File: config.mk
export PLATFORM = sky130hd
export DESIGN_NAME = fp64_cmp_unit
export DESIGN_NICKNAME = d
export VERILOG_FILES = /design/src/rtl/fp64_cmp_unit.sv
export SDC_FILE = /design/constraint.sdc
export NUM_CORES = 1
export LEC_CHECK = 0
export BUFFER_PORTS_ARGS = -buffer_cell sky130_fd_sc_hd__buf_2
export CAP_MARGIN = 20
export CORE_AREA = 8 8 123 125
export DETAILED_ROUTE_END_ITERATION = 16
export DIE_AREA = 0 0 131 133
export GPL_ROUTABILITY_DRIVEN = 0
export PLACE_DENSITY = 0.74
export SLEW_MARGIN = 20
export SYNTH_ARGS = -nofsm -noshare
export SYNTH_HDL_FRONTEND = slang
export SYNTH_SLANG_ARGS = --single-unit
File: constraint.sdc
create_clock -name clk -period 2.9 [get_ports clk]
set_input_delay 0.58 -clock clk [delete_from_list [all_inputs] [get_ports clk]]
set_output_delay 0.58 -clock clk [all_outputs]
set_load 0.005 [all_outputs]
File: src/rtl/fp64_cmp_unit.sv
module fp64_cmp_unit (
  input  logic         clk,
  input  logic         rst,
  input  logic         in_vld,
  input  logic [127:0] dst_in,
  input  logic [63:0]  src_in,
  input  logic [7:0]   pred_imm,
  output logic         out_vld,
  output logic [127:0] res_out
);

  logic [63:0] opa, opb;
  logic        nan_a, nan_b, unord, zeros, same, a_lt_b, eq, lt, hit;

  assign opa = dst_in[63:0];
  assign opb = src_in;

  assign nan_a = (&opa[62:52]) && (|opa[51:0]);
  assign nan_b = (&opb[62:52]) && (|opb[51:0]);
  assign unord = nan_a | nan_b;
  assign zeros = (opa[62:0] == '0) && (opb[62:0] == '0);
  assign same  = (opa == opb) || zeros;

  always_comb begin
    if (opa[63] != opb[63])
      a_lt_b = opa[63];
    else if (opa[63])
      a_lt_b = opa[62:0] > opb[62:0];
    else
      a_lt_b = opa[62:0] < opb[62:0];
  end

  assign eq = !unord && same;
  assign lt = !unord && !zeros && a_lt_b;

  always_comb begin
    case (pred_imm[2:0])
      3'd0:    hit = eq;
      3'd1:    hit = lt;
      3'd2:    hit = lt | eq;
      3'd3:    hit = unord;
      3'd4:    hit = !eq;
      3'd5:    hit = !lt;
      3'd6:    hit = !(lt | eq);
      default: hit = !unord;
    endcase
  end

  always_ff @(posedge clk) begin
    if (rst) begin
      out_vld <= 1'b0;
      res_out <= '0;
    end else begin
      out_vld <= in_vld;
      if (in_vld) res_out <= {dst_in[127:64], {64{hit}}};
    end
  end

  AST_MASK_UNIFORM: assert property (@(posedge clk) disable iff (rst)
    (res_out[63:0] == '0) || (res_out[63:0] == '1));

  AST_HIGH_PASS: assert property (@(posedge clk) disable iff (rst)
    out_vld |-> res_out[127:64] == $past(dst_in[127:64]));

  AST_NAN_ORDERED_FALSE: assert property (@(posedge clk) disable iff (rst)
    (in_vld && unord && (pred_imm[2:0] == 3'd0 || pred_imm[2:0] == 3'd7))
      |=> res_out[63:0] == '0);

  AST_NAN_NEGATED_TRUE: assert property (@(posedge clk) disable iff (rst)
    (in_vld && unord && (pred_imm[2:0] == 3'd4 || pred_imm[2:0] == 3'd3))
      |=> res_out[63:0] == '1);

  AST_VALID_FOLLOWS: assert property (@(posedge clk) disable iff (rst)
    !$past(rst) |-> out_vld == $past(in_vld));

  AST_HOLD_IDLE: assert property (@(posedge clk) disable iff (rst)
    !out_vld && !$past(rst) |-> $stable(res_out));

  AST_RESET_CLEAR: assert property (@(posedge clk)
    rst |=> !out_vld && res_out == '0);

endmodule

==> results of run 1 <==
==> per-layer routing <==
metal,wire length (um),up-vias,track usage [%]
li1,-,2466,-
met1,6076,2117,18.55
met2,7990,224,31.75
met3,2089,30,7.875
met4,392,4,7.211
met5,27,-,0
==> state kept, by name, indices dropped and copies added (netlist names) <==
signal and cells:
res_out 65, out_vld 1
==> worst min-delay path: cells and delay by family <==
family        cells  cell delay (ns)
simple gates      1             0.07
buf+inv           1             0.08
mux               1             0.05
==> power by group through the flow <==
stage / Clock (W) / Combinational [W] / Sequential [W]
2_1_floorplan: 0 / 0.000410 / 0.00103
3_3_place_gp: 0 / 0.000682 / 0.00101
3_5_place_dp: 0 / 0.000694 / 0.00101
4_1_cts: 0.00121 / 0.000696 / 0.000989
5_1_grt: 0.00126 / 0.000768 / 0.000996
6_report: 0.00119 / 0.000684 / 0.000989
==> stage by stage <==
step                      cells  hold slack, ns  power (W)  setup slack (ns)  util, %
after floorplan             573          0.4850   0.001437            0.4334        -
after global placement     1000          0.4682   0.001688           0.07725    47.14
after detailed placement   1000          0.4793   0.001700          0.007646    47.14
after CTS                  1016          0.4675   0.002900            0.3570    49.64
after global routing       1017          0.4739   0.003020            0.1917    49.66
final                      1017          0.4783   0.002861            0.3119    49.66
==> final timing paths <==
path,slack [ns],to,depth (start not counted)
worst min register to register,0.49,res_out[120],2
worst min-delay path,0.48,res_out[90],3
worst max register to register,2.08,res_out[63],3
worst max-delay path,0.31,res_out[63],11
==> synth_stat cells, drive strengths merged <==
cell / n / area (um2)
nor2: 73 / 274.0
buf: 68 / 494.2
dfxtp: 66 / 1321
inv: 65 / 244.0
mux2i: 64 / 640.6
ha: 63 / 788.3
nor4: 37 / 246.5
a21oi: 24 / 120.1
nand4: 22 / 156.4
nand2: 21 / 78.83
clkbuf: 10 / 37.54
nand3: 10 / 50.05
o21ai: 9 / 45.04
a211oi: 5 / 37.54
a21o: 4 / 30.03
a221oi: 3 / 26.28
nor3: 3 / 15.01
nor3b: 3 / 22.52
a21boi: 2 / 15.01
and4: 2 / 17.52
nor2b: 2 / 12.51
o211ai: 2 / 20.02
a2111o: 1 / 11.26
a22oi: 1 / 7.510
and2b: 1 / 7.510
and3: 1 / 6.260
nand2b: 1 / 6.260
nand3b: 1 / 7.510
o21a: 1 / 7.510
o22a: 1 / 8.760
o22ai: 1 / 6.260
o311ai: 1 / 8.760
or3: 1 / 6.260
or3b: 1 / 8.760
or4: 1 / 7.510
xnor2: 1 / 8.760
xor2: 1 / 8.760
==> cells in the final DEF, fill, tap and decap left out, drive strengths merged, types with 3 or more instances in the layout <==
cell type,netlist,routed
buf,68,329
nor2,73,73
inv,65,67
dfxtp,66,66
mux2i,64,64
ha,63,63
nor4,37,37
a21oi,24,24
nand4,22,22
nand2,21,21
nand3,10,10
clkbuf,10,9
o21ai,9,9
a211oi,5,5
a21o,4,4
a221oi,3,3
nor3b,3,3
nor3,3,3
==> cell type report <==
cell class / count / area share, %
inverters: 65 / 3.755
diodes: 1 / 0.03851
clock inverters: 7 / 1.560
well taps: 176 / 3.389
repair buffers: 329 / 25.69
clock buffers: 9 / 3.466
multi-input cells: 364 / 41.77
flip-flops and latches: 66 / 20.34
==> kinds of logic after synthesis <==
logic type                 Yosys count  synth area share [%]
and+or+nand+nor                    180                 19.19
buffers and inverters              143                 16.12
DFF                                 66                 27.46
muxes                               64                 13.32
adders and majority gates           63                 16.38
AOI/OAI and AO/OA                   55                 7.153
xor gates and xnor gates             2                0.3642
==> results.md, run 1 <==
* TritonCTS clock tree: built
* # clock sinks at 66
* Die Y at 133 um
* Max Root-Sink Buffers at 2
* Port bufs at 326
* Final WL at 16,580 um
* Hold path startpoint: dst_in[90]
* H-tree Lvls at 3
* Dpl cell area at 6168 um2
* Pint at 0.002058 W
* First-pass GRT wire length at 25,100 um
* Vias at 4,841
* Synthesized flop and latch total at 66
* Layout cells sized above 1 at 41.79%
* Yosys warns at 0
* Post-Synthesis Cells at 573
* Setup CP Type: in2reg
* Post-DP HPWL at 14,190 um
* Initial antenna violation count at 3
* Iteration-0 DRC Markers at 202
* Critical path buffer and inverter count at 2
* Area of the core at 13,090 um2
* Sequential fraction of design power at 34.6%
* Setup Skew at 0 ns
* Largest net degree at the start of global routing at 69
* Avg Vias per Cell at 4.760
* Setup TNS at 0 ns
* Crit path cell chain: buf_2 > inv_1 > ha_1 > nand4_2 > nor4_4 > nand3_1 > nor4_1 > a21boi_0 > o22ai_1 > or3_1 > o211ai_2
* Residual DRC at 0
* Mapped Nets at 839
* Maximum vdd drop at 421.6 uV
* Post-route ant nets at 0
* Post-CTS Setup Inserts at 0
* Final-report setup violation count at 0
* CTS root buffer: clkbuf_16
* Hold_buf cts at 0
* Critical Path Fanout Max at 4
* Worst Path Arrival at 2.80 ns
* Fin crit share at 89.25%
* Family with the most delay on the worst path: simple AND/OR/NAND/NOR gates
* Wirelength per Cell at 16.30 um
* Syn-to-layout area delta at 35.06%
* Register Area at 1321 um2
* IO Count at 332
* Number of core rows at 42
* Number of fillers in the final layout at 1,281
* Crit-path max cell delay at 0.41 ns
* Layout net count at 1,101
* CTS resizes at 0
* Remaining Overflow, GRT at 0
* Max-slew violations at 0
* Status: complete, no violations
* Design Area, Final at 6497 um2
* Die ar. at 17,420 um2
* TritonRoute pass-1 iters at 4
* Pwr Density at 440.3 nW/um2
* Crit path time final at 2.588 ns
* Clock power frac at 41.5%
* Slew headroom at 54.49%
* Combinational power share at 23.9%
* Hold Crit Class: in2reg
* RSZ-0062 raised after global routing: false
* Final hold viol count at 0
* Cell Area, Synth at 4811 um2
* Multi-input gate area in the final layout at 2714 um2
* Tightest Pin Transition at 0.6827 ns
* Initial Util at 36.77%
* Endpoint class of the critical path: flop
* Syn_area_per_cell at 8.396 um2
* Crit path launch: src_in[62]
* TritonCTS Buffers at 9
* CP required at 3.11 ns
* Sequential area share after synthesis at 27.46%
* Clock Latency Late Sink at 0.33 ns
* Max Cap Violations at 0
* Leak Pwr at 3.754 nW
* Switching Power at 0.0008032 W
* Startpoint Class: primary input
* Worst-path clk slew at 0.06 ns
* Synth cell types at 43
* RR Startpoint: res_out[63]
* Die width at 131 um
* Sw frac at 28.08%
* Max Freq at 386.4 MHz
* Critical-path top delay cell: nor4_1
* Vias in the first global route at 5,002
* Gr usage total at 18.22%
No activity file was read; power rests on OpenSTA's default activity.
==> run 2, diff against run 1 <==
==> constraint.sdc (replaced) <==
create_clock -name clk -period 2.7 [get_ports clk]
set_input_delay 0.27 -clock clk [delete_from_list [all_inputs] [get_ports clk]]
set_output_delay 0.27 -clock clk [all_outputs]
set_load 0.005 [all_outputs]
==> results.md, run 2 (synthesized netlist as in run 1, its figures left out) <==
* Status: complete, no violations
* R2R Path End: res_out[63]
* Vias in the first global route at 4,989
* Startpoint Class: primary input
* Post-CTS Setup Inserts at 0
* Setup CP Type: in2reg
* Final WL at 16,660 um
* Port bufs at 326
* Max-slew violations at 0
* Setup TNS at 0 ns
* Post-DP HPWL at 14,270 um
* Setup Skew at 0 ns
* Design Area, Final at 6467 um2
* Crit-path max cell delay at 0.40 ns
* Leak Pwr at 3.745 nW
* H-tree Lvls at 3
* Syn-to-layout area delta at 34.43%
* Crit path cell chain: buf_2 > inv_1 > ha_1 > nand4_2 > nor4_4 > nand3_1 > nor4_1 > a21boi_0 > o22ai_1 > or3_1 > o211ai_2
* R2r worst-path depth at 3
* Die ar. at 17,420 um2
* Slew headroom at 53.47%
* Layout cells sized above 1 at 41.67%
* Number of core rows at 42
* Biggest regs: res_out (65), out_vld (1)
* CTS resizes at 0
* CTS root buffer: clkbuf_16
* Vias at 4,865
* Max Root-Sink Buffers at 2
* Min-Delay Path Depth at 3
* IO Count at 332
* Hold path startpoint: dst_in[89]
* Layout net count at 1,101
* Fin crit share at 82.08%
* Hold Crit Endpoint: res_out[89]
* RSZ-0062 raised after global routing: false
* Largest net degree at the start of global routing at 69
* TritonRoute pass-1 iters at 4
* Crit path time final at 2.216 ns
* Number of fillers in the final layout at 1,303
* Worst-path clk slew at 0.05 ns
* Residual DRC at 0
* Hold Crit Class: in2reg
* RR Startpoint: res_out[63]
* Area of the core at 13,090 um2
* Critical Path Fanout Max at 4
* Most frequent cells in the layout: buf_2 (325), nor2_1 (73), dfxtp_1 (66), inv_1 (65), mux2i_1 (64)
* Max Cap Violations at 0
* Gr usage total at 17.81%
* Final hold viol count at 0
* Tightest Pin Transition at 0.6980 ns
* Critical-path top delay cell: nor4_1
* Initial antenna violation count at 4
* Wirelength per Cell at 16.38 um
* Maximum vdd drop at 417.2 uV
* Dpl cell area at 6168 um2
* Post-Layout Cell Count at 1,017
* Placed instance count at 1,000
* R2R Setup Slk at 1.89 ns
* Number of flip-flops under the largest register name at 65
* Clock Latency Late Sink at 0.32 ns
* TritonCTS clock tree: built
* # clock sinks at 66
* Commonest non-fill, non-tap cell in the layout: buf_2
* Initial Util at 36.77%
* Post-route ant nets at 0
* First-pass GRT wire length at 24,540 um
* Hold_buf cts at 0
* CP required at 2.90 ns
* Die Y at 133 um
* Iteration-0 DRC Markers at 194
* Max Freq at 451.2 MHz
* Worst Path Arrival at 2.42 ns
* Avg Vias per Cell at 4.784
* Endpoint class of the critical path: flop
* Final-report setup violation count at 0
* Remaining Overflow, GRT at 0
* Register name with the most flops: res_out
* TritonCTS Buffers at 9
* Die width at 131 um
* Pwr Density at 455.7 nW/um2
run 2: through the flow:
stage          utilization (%)  worst slack, ns  total power [W]  hold WS (ns)
3_5_place_dp             47.14           0.1304         0.001827        0.4797
4_1_cts                  49.41           0.4835         0.002986        0.1667
6_report                 49.43           0.4837         0.002947        0.1793
3_3_place_gp             47.14           0.1929         0.001812        0.4678
2_1_floorplan                -           0.5434         0.001544        0.4172
5_1_grt                  49.43           0.3322         0.003115        0.1728
run 2: routing by layer:
metal	global-route usage [%]	wire length, um
met1	17.73	6155
met4	6.892	394
met5	0	37
met2	31.46	7997
met3	7.875	2077
run 2: report_power, final:
part	leakage, nW	total [W]	internal (W)	switching (W)
combinational	3.05	0.000737	0.000360	0.000377
clock	0.149	0.00115	0.000736	0.000412
sequential	0.545	0.00106	0.00103	0.0000291
total	3.75	0.00295	0.00213	0.000817
run 2: area by class of cell:
cell class / count / area [um2] / share of cell area [%]
Clock inverter: 5 / 53.80 / 0.8319
Sequential cell: 66 / 1321 / 20.43
Antenna cell: 1 / 2.502 / 0.03869
Timing Repair Buffer: 329 / 1669 / 25.81
Tap cell: 176 / 220.2 / 3.405
Inverter: 65 / 244.0 / 3.772
Clock buffer: 11 / 242.7 / 3.753
Multi-Input combinational cell: 364 / 2714 / 41.96
run 2: worst max path at each step:
stage | slack (ns) | startpoint | to | cells past startpoint
2_1_floorplan | 0.54 | src_in[62] | res_out[63] | 10
3_3_place_gp | 0.19 | src_in[62] | res_out[63] | 11
3_5_place_dp | 0.13 | src_in[62] | res_out[63] | 11
4_1_cts | 0.48 | src_in[62] | res_out[63] | 11
5_1_grt | 0.33 | src_in[62] | res_out[63] | 11
6_report | 0.48 | src_in[62] | res_out[63] | 11
run 2: critical path: cells and delay by family:
family | cells | cell delay (ns)
AO/OA/AOI/OAI | 3 | 0.48
adder cells (fa/ha/maj) | 1 | 0.29
buffers and inverters | 2 | 0.17
AND/OR/NAND/NOR | 5 | 1.22
